## src/rtl/pic_pkg.sv

```systemverilog
package pic_pkg;
  localparam int DATA_W = 32;
  localparam int PRI_W  = 4;
  localparam int VEC_W  = 8;

  localparam int ADR_GCR = 0;
  localparam int ADR_TPR = 1;
  localparam int ADR_ACK = 2;
  localparam int ADR_EOI = 3;

  localparam int GCR_RST_BIT = 31;
  localparam int GCR_MIX_BIT = 29;

  localparam logic [VEC_W-1:0] SPUR_VEC = 8'hFF;
  localparam logic [PRI_W-1:0] TPR_RST  = 4'hF;

  typedef struct packed {
    logic             mask;
    logic             pol;
    logic             lvl;
    logic [PRI_W-1:0] pri;
    logic [VEC_W-1:0] vec;
  } src_cfg_t;

  localparam src_cfg_t CFG_RST = '{mask: 1'b1, pol: 1'b1, lvl: 1'b0, pri: '0, vec: '0};
endpackage

```

## src/rtl/pic_arb.sv

```systemverilog
module pic_arb
  import pic_pkg::*;
#(
  parameter int N     = 20,
  localparam int IDX_W = (N > 1) ? $clog2(N) : 1
) (
  input  logic [N-1:0]            vld_i,
  input  logic [N-1:0][PRI_W-1:0] pri_i,
  output logic                    found_o,
  output logic [IDX_W-1:0]        idx_o,
  output logic [PRI_W-1:0]        pri_o
);
  // strict compare while scanning upward keeps the lowest index on ties
  always_comb begin
    found_o = 1'b0;
    idx_o   = '0;
    pri_o   = '0;
    for (int i = 0; i < N; i++) begin
      if (vld_i[i] && (!found_o || pri_i[i] > pri_o)) begin
        found_o = 1'b1;
        idx_o   = IDX_W'(i);
        pri_o   = pri_i[i];
      end
    end
  end
endmodule

```

## src/rtl/pic_src.sv

```systemverilog
module pic_src
  import pic_pkg::*;
(
  input  logic              clk_i,
  input  logic              rst_ni,
  input  logic              soft_rst_i,
  input  logic              irq_i,
  input  logic              wr_i,
  input  logic [DATA_W-1:0] wdata_i,
  input  logic              ack_i,
  input  logic              eoi_i,
  output logic              pend_o,
  output logic              isr_o,
  output logic              mask_o,
  output logic [PRI_W-1:0]  pri_o,
  output logic [VEC_W-1:0]  vec_o,
  output logic [DATA_W-1:0] rdata_o
);
  src_cfg_t cfg_q;
  logic     irq_q, epend_q, isr_q, active, edge_hit, lvl_act;

  assign lvl_act  = (irq_q == cfg_q.pol);
  assign edge_hit = !cfg_q.lvl && !cfg_q.mask && (irq_i == cfg_q.pol) && (irq_q != cfg_q.pol);
  assign pend_o   = cfg_q.lvl ? (lvl_act && !isr_q) : epend_q;
  assign active   = pend_o || isr_q;

  always_ff @(posedge clk_i or negedge rst_ni) begin
    if (!rst_ni) irq_q <= 1'b0;
    else         irq_q <= irq_i;
  end

  always_ff @(posedge clk_i or negedge rst_ni) begin
    if (!rst_ni) begin
      cfg_q   <= CFG_RST;
      epend_q <= 1'b0;
      isr_q   <= 1'b0;
    end else if (soft_rst_i) begin
      cfg_q   <= CFG_RST;
      epend_q <= 1'b0;
      isr_q   <= 1'b0;
    end else begin
      if (wr_i) begin
        cfg_q.mask <= wdata_i[31];
        if (!active) begin
          cfg_q.pol <= wdata_i[23];
          cfg_q.lvl <= wdata_i[22];
          cfg_q.pri <= wdata_i[19:16];
          cfg_q.vec <= wdata_i[7:0];
        end
      end
      epend_q <= edge_hit || (epend_q && !ack_i);
      if (ack_i)      isr_q <= 1'b1;
      else if (eoi_i) isr_q <= 1'b0;
    end
  end

  assign isr_o   = isr_q;
  assign mask_o  = cfg_q.mask;
  assign pri_o   = cfg_q.pri;
  assign vec_o   = cfg_q.vec;
  assign rdata_o = {cfg_q.mask, active, 6'b0, cfg_q.pol, cfg_q.lvl, 2'b0, cfg_q.pri, 8'b0, cfg_q.vec};

  AST_ACK_SERVICE: assert property (@(posedge clk_i) disable iff (!rst_ni)
    ack_i && !soft_rst_i |=> isr_q);
  AST_CFG_LOCK: assert property (@(posedge clk_i) disable iff (!rst_ni)
    wr_i && active && !soft_rst_i |=> $stable(cfg_q.pri) && $stable(cfg_q.vec) && $stable(cfg_q.pol) && $stable(cfg_q.lvl));
  AST_SOFT_MASK: assert property (@(posedge clk_i) disable iff (!rst_ni)
    soft_rst_i |=> mask_o && !isr_o && !pend_o);
endmodule

```

## src/rtl/pic_top.sv

```systemverilog
module pic_top
  import pic_pkg::*;
#(
  parameter int N_SRC      = 20,
  parameter int ADDR_W     = 6,
  parameter int SRC_BASE   = 32,
  parameter int RST_CYCLES = 4,
  localparam int IDX_W = (N_SRC > 1) ? $clog2(N_SRC) : 1,
  localparam int CNT_W = $clog2(RST_CYCLES + 1)
) (
  input  logic              clk_i,
  input  logic              rst_ni,
  input  logic              bus_rd_i,
  input  logic              bus_wr_i,
  input  logic [ADDR_W-1:0] bus_addr_i,
  input  logic [DATA_W-1:0] bus_wdata_i,
  output logic [DATA_W-1:0] bus_rdata_o,
  input  logic [N_SRC-1:0]  irq_i,
  output logic              int_o
);
  logic [N_SRC-1:0]             pend, isr, mask, src_wr, ack_sel, eoi_sel;
  logic [N_SRC-1:0][PRI_W-1:0]  pri;
  logic [N_SRC-1:0][VEC_W-1:0]  vec;
  logic [N_SRC-1:0][DATA_W-1:0] src_rdata;
  logic [CNT_W-1:0]             rst_cnt_q;
  logic [PRI_W-1:0]             tp_q;
  logic                         mix_q, busy, rst_start, qualify;
  logic                         p_found, s_found, ack_rd, eoi_wr;
  logic [IDX_W-1:0]             p_idx, s_idx;
  logic [PRI_W-1:0]             p_pri, s_pri;
  logic [DATA_W-1:0]            rd_mux, rdata_q;

  assign busy      = (rst_cnt_q != '0);
  assign rst_start = bus_wr_i && !busy && bus_addr_i == ADDR_W'(ADR_GCR) && bus_wdata_i[GCR_RST_BIT];
  assign ack_rd    = bus_rd_i && !busy && bus_addr_i == ADDR_W'(ADR_ACK);
  assign eoi_wr    = bus_wr_i && !busy && bus_addr_i == ADDR_W'(ADR_EOI);

  for (genvar g = 0; g < N_SRC; g++) begin : g_src
    assign src_wr[g]  = bus_wr_i && !busy && bus_addr_i == ADDR_W'(SRC_BASE + g);
    assign ack_sel[g] = ack_rd && qualify && p_idx == IDX_W'(g);
    assign eoi_sel[g] = eoi_wr && s_found && s_idx == IDX_W'(g);
    pic_src u_src (
      .clk_i      (clk_i),
      .rst_ni     (rst_ni),
      .soft_rst_i (busy),
      .irq_i      (irq_i[g]),
      .wr_i       (src_wr[g]),
      .wdata_i    (bus_wdata_i),
      .ack_i      (ack_sel[g]),
      .eoi_i      (eoi_sel[g]),
      .pend_o     (pend[g]),
      .isr_o      (isr[g]),
      .mask_o     (mask[g]),
      .pri_o      (pri[g]),
      .vec_o      (vec[g]),
      .rdata_o    (src_rdata[g])
    );
  end

  pic_arb #(.N(N_SRC)) u_arb_pend (
    .vld_i (pend & ~mask), .pri_i (pri),
    .found_o (p_found), .idx_o (p_idx), .pri_o (p_pri)
  );
  pic_arb #(.N(N_SRC)) u_arb_isr (
    .vld_i (isr), .pri_i (pri),
    .found_o (s_found), .idx_o (s_idx), .pri_o (s_pri)
  );

  assign qualify = !busy && p_found && (p_pri > tp_q) && (!s_found || p_pri > s_pri);
  assign int_o   = qualify;

  always_ff @(posedge clk_i or negedge rst_ni) begin
    if (!rst_ni) begin
      rst_cnt_q <= '0;
      tp_q      <= TPR_RST;
      mix_q     <= 1'b0;
    end else if (rst_start) begin
      rst_cnt_q <= CNT_W'(RST_CYCLES);
      tp_q      <= TPR_RST;
      mix_q     <= 1'b0;
    end else if (busy) begin
      rst_cnt_q <= rst_cnt_q - 1'b1;
      tp_q      <= TPR_RST;
      mix_q     <= 1'b0;
    end else if (bus_wr_i) begin
      if (bus_addr_i == ADDR_W'(ADR_GCR)) mix_q <= bus_wdata_i[GCR_MIX_BIT];
      if (bus_addr_i == ADDR_W'(ADR_TPR)) tp_q  <= bus_wdata_i[PRI_W-1:0];
    end
  end

  always_comb begin
    rd_mux = '0;
    if (bus_addr_i == ADDR_W'(ADR_GCR)) begin
      rd_mux[GCR_RST_BIT] = busy;
      rd_mux[GCR_MIX_BIT] = mix_q;
    end else if (bus_addr_i == ADDR_W'(ADR_TPR)) begin
      rd_mux[PRI_W-1:0] = tp_q;
    end else if (bus_addr_i == ADDR_W'(ADR_ACK)) begin
      rd_mux[VEC_W-1:0] = qualify ? vec[p_idx] : SPUR_VEC;
    end else begin
      for (int i = 0; i < N_SRC; i++)
        if (bus_addr_i == ADDR_W'(SRC_BASE + i)) rd_mux = src_rdata[i];
    end
  end

  always_ff @(posedge clk_i or negedge rst_ni) begin
    if (!rst_ni)       rdata_q <= '0;
    else if (bus_rd_i) rdata_q <= rd_mux;
  end
  assign bus_rdata_o = rdata_q;

  AST_SPUR_IDLE: assert property (@(posedge clk_i) disable iff (!rst_ni)
    bus_rd_i && bus_addr_i == ADDR_W'(ADR_ACK) && !int_o |=> bus_rdata_o == {{(DATA_W-VEC_W){1'b0}}, SPUR_VEC});
  AST_ONE_ACK: assert property (@(posedge clk_i) disable iff (!rst_ni)
    $onehot0(ack_sel));
  AST_RST_BUSY: assert property (@(posedge clk_i) disable iff (!rst_ni)
    rst_start |=> busy && tp_q == TPR_RST);
  AST_TP_AFTER_RST: assert property (@(posedge clk_i) disable iff (!rst_ni)
    $fell(busy) |-> tp_q == TPR_RST && !mix_q);
endmodule

```

## config.mk

```make
export PLATFORM = sky130hd
export DESIGN_NAME = pic_top
export DESIGN_NICKNAME = d
export VERILOG_FILES = /design/src/rtl/pic_pkg.sv /design/src/rtl/pic_arb.sv /design/src/rtl/pic_src.sv /design/src/rtl/pic_top.sv
export SDC_FILE = /design/constraint.sdc
export NUM_CORES = 1
export LEC_CHECK = 0
export ABC_AREA = 1
export ABC_CLOCK_PERIOD_IN_PS = 31200
export BUFFER_PORTS_ARGS = -buffer_cell sky130_fd_sc_hd__buf_4
export CORE_MARGIN = 3
export CORE_UTILIZATION = 40
export DETAILED_ROUTE_END_ITERATION = 16
export PLACE_DENSITY = 0.68
export SYNTH_ARGS = -nofsm -noshare
export SYNTH_HDL_FRONTEND = slang
export SYNTH_SLANG_ARGS = --single-unit
```

## constraint.sdc

```tcl
create_clock -name clk_i -period 31.2 [get_ports clk_i]
set_input_delay 4.68 -clock clk_i [delete_from_list [all_inputs] [get_ports clk_i]]
set_output_delay 4.68 -clock clk_i [all_outputs]
set_load 0.02 [all_outputs]
```

### Word level (Yosys, flattened, before mapping)

Index checks and enable logic that the tools add are counted.

* flip-flop bits (word level): 400
* bits of input ports: 62
* output and inout bits: 33
* word-level logic and storage cells: 1146

* add/sub/neg operators: 1
* $lt $le $gt $ge: 41
* eq/ne operators: 141
* mux-type cells: 319
* bitwise logic cells: 2
* reductions and logical operators: 478

Operators by type and width (number)
* 32-bit 2-to-1 mux: 20
* 15-bit 2-to-1 mux: 40
* 14-bit 2-to-1 mux: 20
* 4-bit 2-to-1 mux: 61
* 1-bit logical AND: 209
* 4-bit > comparator: 40
* 1-bit 2-to-1 mux: 149
* 6-bit equality test, second input constant: 20
* 1-bit zero test: 120
* 5-bit by 4-bit equality test with 1-bit output, second input constant: 16
* 1-bit logical OR: 79
* 3-bit nonzero test: 24
* 2-bit AND reduction: 22
* 2-bit nonzero test: 21
* 8-bit binary-select mux with 5-bit select: 1
* 1-bit equality test: 40
* 5-bit by 3-bit equality test with 1-bit output, second input constant: 8
* 5-bit equality test, second input constant: 8
* 5-bit 2-to-1 mux: 8
* 2-bit != test, second input constant: 20
* 3-bit 2-to-1 mux: 10
* 29-bit 2-to-1 mux: 1
* 28-bit 2-to-1 mux: 1
* 24-bit 2-to-1 mux: 1
* 13 further kinds: 43

### Longest topological paths before layout

* word-level depth: 90
* gate-level depth with buffers: 220
* depth with buffers taken out: 212

### Hierarchy

A second synthesis with hierarchy kept.

* cell total of the unflattened synthesis: 6096
* area total of the unflattened synthesis: 42121.6 um2

By module, submodules not included
* pic_src: instances 20, cells an instance 152, area each 1306.3 um2, seq. area each 452.9 um2
* pic_top: instances 1, cells an instance 1767, area each 8812.2 um2, seq. area each 1006.0 um2
* pic_arb (u_arb_isr): instances 1, cells an instance 661, area each 3666.0 um2, seq. area each 0.0 um2
* pic_arb (u_arb_pend): instances 1, cells an instance 628, area each 3518.4 um2, seq. area each 0.0 um2

### Least setup slack after synthesis

Ideal clock, no wire load.

* path type: register -> output
* from: register g_src[0].u_src.cfg_q, in the netlist g_src[0].u_src.rdata_o[23]
* to: output int_o
* arrival: 21.214 ns
* required time: 26.520 ns
* slack: 5.306 ns
* stages on the path, launching flop included: 205
* buffers on the path: 8
* path through: dfstp_2 -> inv_1 -> nand2_1 -> nand3_2 -> nand2_2 -> nand2_2 -> nor2_1 -> inv_1 -> ha_1 -> nand2_1 -> inv_1 -> nand2_1 -> nand2_1 -> nand2_1 -> nand2_1 -> nand2_2 -> nand2_2 -> and2_1 -> [169 not listed] -> nor2_1 -> o21ai_0 -> a32o_1 -> o21ai_0 -> nand3_1 -> buf_2 -> clkbuf_1 -> inv_1 -> nand2_1 -> o21ai_0 -> ha_1 -> nand2_1 -> o21bai_1 -> nand2_1 -> o21ai_0 -> a21oi_1 -> nand2_1 -> inv_1

* word-level cells in the longest chain between the ends: 84
* elaborated cells on any way between the ends: 126
* those cells by class: order compare: 21; eq/ne: 1; mux: 41; bitwise: 1; reduce/logical: 62

RTL lines
* start, declared: RTL line pic_src.sv:19 `src_cfg_t cfg_q;`
* 1-bit equality test *: RTL line pic_src.sv:22 `assign lvl_act = (irq_q == cfg_q.pol);`
* 1-bit logical AND *: RTL line pic_src.sv:24 `assign pend_o = cfg_q.lvl ? (lvl_act && !isr_q) : epend_q;`
* 1-bit 2-to-1 mux *: RTL line pic_src.sv:24
* 20-bit AND *: RTL line pic_top.sv:61 `.vld_i (pend & ~mask), .pri_i (pri),`
* 4-bit 2-to-1 mux or 1-bit 2-to-1 mux (tied branches): RTL line pic_arb.sv:19 `if (vld_i[i] && (!found_o || pri_i[i] > pri_o)) begin`
* 4-bit > comparator or 1-bit zero test (tied branches): RTL line pic_arb.sv:19
* 1-bit logical OR: RTL line pic_arb.sv:19
* 1-bit logical AND: RTL line pic_arb.sv:19
* [68 not listed]
* 4-bit 2-to-1 mux or 1-bit 2-to-1 mux (tied branches): RTL line pic_arb.sv:19
* 4-bit > comparator or 1-bit zero test (tied branches): RTL line pic_arb.sv:19
* 1-bit logical OR: RTL line pic_arb.sv:19
* 1-bit logical AND: RTL line pic_arb.sv:19
* 4-bit 2-to-1 mux or 1-bit 2-to-1 mux (tied branches): RTL line pic_arb.sv:19
* 4-bit > comparator or 1-bit logical AND (tied branches): RTL line pic_top.sv:69 `assign qualify = !busy && p_found && (p_pri > tp_q) && (!s_found || p_pri > s_pri);`
* 1-bit logical AND or 1-bit logical OR (tied branches): RTL line pic_top.sv:69
* 1-bit logical AND *: RTL line pic_top.sv:69
* end, declared: RTL line pic_top.sv:19 `output logic int_o`

Mark *: on every way between the ends. The rest lies on a longest branch, timed or not.

### Worst setup path after layout

Ends and elaborated chain as after synthesis.

==> flow_summary.json <==
{
  "grt_use_total_pct": 25.0,
  "finClkSkew_ps": 12.7,
  "ant_nets": 0,
  "tightest_slew_ps": 1140,
  "die_y_um": 259,
  "grt-ovfl-total": 0,
  "clockRootBuffer": "clkbuf_16",
  "finalMaxSlewViolations": 0,
  "async_flop_share_pct": 100,
  "worstPathRequired_ps": 26520,
  "htreeDepth": 2,
  "switchingPower_mw": 1.01,
  "drc": 0,
  "cp_max_fo": 11,
  "cap_viol_max_count": 0,
  "hold_viol_final": 0,
  "place.gp.congestion": 0.947,
  "syn_area_mm2": 0.0255,
  "max_freq_mhz": 34.9,
  "drt-wirelength-per-cell_um": 19.3,
  "yosys_register_bits": 385,
  "synth_cell_types": 52,
  "cts_tree": "built",
  "yosysTopAreaCell": "dfrtp_1",
  "fp-row-count": 91,
  "io_buffer_count": 63,
  "r2r_end": "g_src[7].u_src.epend_q$_DFF_PN0_",
  "yosysSeqAreaShare_pct": 38.0,
  "startpoint_type": "flop",
  "num_vias": 24600,
  "final_util_pct": 45.5,
  "first_global_vias": 22700,
  "fin_nets": 3754,
  "drive_gt1_share_pct": 9.59,
  "setup_violations": 0,
  "dr.pass1.iters": 6,
  "fp.dieArea_mm2": 0.0668,
  "cts_buffers": 42,
  "pwr-share-comb_pct": 40.8,
  "cts_sinks": 385,
  "synth_top_area_share_pct": 33.5,
  "clock_power_share_pct": 24.0,
  "intPower_mw": 1.29,
  "min_path_type": "reg2reg",
  "first_iter_violations": 2209,
  "critPathKind": "reg2out",
  "yosysMostFrequentCell": "nand2_1",
  "arrival_ps": 23940,
  "period_share_pct": 91.7,
  "area_growth_pct": 11.4,
  "cts_buffer_depth": 3,
  "crit_slowest_cell": "dfstp_2",
  "synth.avg_cell_area_um2": 7.22,
  "synth_warnings": 0,
  "core-area_mm2": 0.0624,
  "insertion_delay_ps": 590,
  "p_sw_share_pct": 43.9,
  "pwr-share-seq_pct": 35.1,
  "setup_ws_ps": 2580,
  "initial_core_util_pct": 40.9,
  "critPathMaxStageDelay_ps": 550,
  "max_slew_margin_pct": 24.3,
  "r2r_cells": 204,
  "synthTopCellsByArea": "dfrtp_1 (33%), nand2_1 (15%), o21ai_0 (11%)",
  "placedCellCount": 4329,
  "die_w_um": 259,
  "place_ws_ps": 1590,
  "holdPathEnd": "g_src[3].u_src.pri_o[0]$_DFFE_PN0P_",
  "reg2reg_setup_slack_ps": 5850,
  "hpwlAfterDp_um": 60700,
  "yosys-top-cells-count": "nand2_1 (1,053), o21ai_0 (575), dfrtp_1 (341)",
  "end_kind": "primary output",
  "synthFlopType": "dfrtp_1",
  "p_per_area_mw_per_mm2": 81.0,
  "min_path_cells": 2,
  "path_common_cell": "nand2_1",
  "grt_start_max_net_pins": 174,
  "leakage_nw": 13.7,
  "min_from": "g_src[3].u_src.pri_o[0]$_DFFE_PN0P_",
  "instances_no_fill": 4413,
  "grt_pass1_wl_um": 131000,
  "path_clk_slew_ps": 60,
  "r2r-start": "g_src[0].u_src.rdata_o[23]$_DFFE_PN1P_",
  "irDropWorstVdd_uv": 75.0,
  "synthCells": 3531,
  "drt_wl_total_um": 85100,
  "fill_cells": 6348,
  "outcome": "finished, final reports clean",
  "synth_edf_count": 0,
  "ios": 95,
  "viasPerCell": 5.56,
  "fin_crit_ps": 28620,
  "antenna_found_initial": 4
}
-- cell families (layout without fill, tap and decap cells) --
logic type	count (synthesis)	count (layout)	synth area share, %
adders and majority gates	151	151	7.41
and+or+nand+nor	1515	1515	24.8
other	1	16	0.0147
muxes	1	1	0.0441
DFF	385	385	38.0
buffers and inverters	508	538	8.08
xor gates and xnor gates	33	33	1.13
AOI/OAI and AO/OA	937	937	20.5
-- state kept, by name, summed over array words and instances (netlist names) --
register and count:
g_src.u_src.isr_o 20, g_src.u_src.rdata_o 40, bus_rdata_o 17, g_src.u_src.mask_o 20, mix_q 1, g_src.u_src.epend_q 20, g_src.u_src.irq_q 20, tp_q 4
rst_cnt_q 3, g_src.u_src.pri_o 80, g_src.u_src.vec_o 160
-- final cells by class --
class	count	area, um2	share of cell area, %
sequential	385	9690	34.1
tap	837	1050	3.69
multi-input combinational	2652	14000	49.2
inverter	353	1330	4.68
timing repair buffer	106	846	2.98
timing repair inverter	1	5.00	0.0176
antenna	1	2.50	0.00881
clock inverter	23	283	0.996
clock buffer	55	1230	4.34
-- layer usage --
layer  track usage [%]  wire length [um]  share of wire [%]
met5                 0                40              0.047
met4              10.2              3580                4.2
met3              4.17              6290                7.4
met2              39.4             38300                 45
met1              34.2             36900                 43
-- through the flow --
stage	instance area [um2]	total power, mW	hold WS [ps]	TNS, ps
2_1_floorplan	25600	1.44	453	0
3_3_place_gp	26700	1.70	466	0
3_5_place_dp	26700	1.73	467	0
4_1_cts	28200	2.28	489	0
5_1_grt	28400	2.47	511	-88.5
6_report	28400	2.30	482	0
-- critical path: cells and delay by family (launching register included) --
kind	cells	cell delay, ps
AO/OA/AOI/OAI	44	5760
adder cells (fa/ha/maj)	20	6020
buffers and inverters	23	1530
flip-flops	1	550
AND/OR/NAND/NOR	110	9420
-- power groups by stage --
stage	clock (mW)	sequential (mW)	combinational, mW
after global routing	0.579	0.831	1.06
final	0.553	0.809	0.940
after global placement	0	0.806	0.896
after floorplan	0	0.767	0.670
after CTS	0.558	0.802	0.922
after detailed placement	0	0.809	0.918
-- timing repair --
item | in CTS | in global routing
endpoints found under the setup margin | 0 | 1
hold buffers | 0 | 0
gates resized for setup | 0 | 112
setup buffers | 0 | 3
-- cells in the final DEF (no fill, tap or decap), drive strengths merged, types with 8 or more instances in the layout --
cell type,count
nand2,1097
o21ai,590
inv,342
dfrtp,341
nor2,192
ha,151
a21oi,148
nand3,144
buf,105
clkbuf,56
nand4,46
dfstp,44
o21bai,33
a221oi,33
o22ai,27
a22oi,23
clkinv,23
o211ai,22
xnor2,20
o31ai,20
conb,15
nor3,15
o2111ai,13
xor2,13
or4,13
o221ai,8
a31oi,8
-- worst max path at each step --
stage	start	endpoint	slack (ps)	cells past startpoint
final	g_src[0].u_src.rdata_o[23]$_DFFE_PN1P_	int_o	2580	197
after CTS	g_src[0].u_src.isr_o$_DFFE_PN0P_	int_o	860	170
after floorplan	g_src[0].u_src.rdata_o[23]$_DFFE_PN1P_	int_o	5310	204
after global placement	g_src[0].u_src.rdata_o[23]$_DFFE_PN1P_	int_o	1810	192
after global routing	g_src[0].u_src.rdata_o[23]$_DFFE_PN1P_	int_o	-90	202
after detailed placement	g_src[0].u_src.rdata_o[23]$_DFFE_PN1P_	int_o	1590	194
Power figures use the tool's default switching activity.
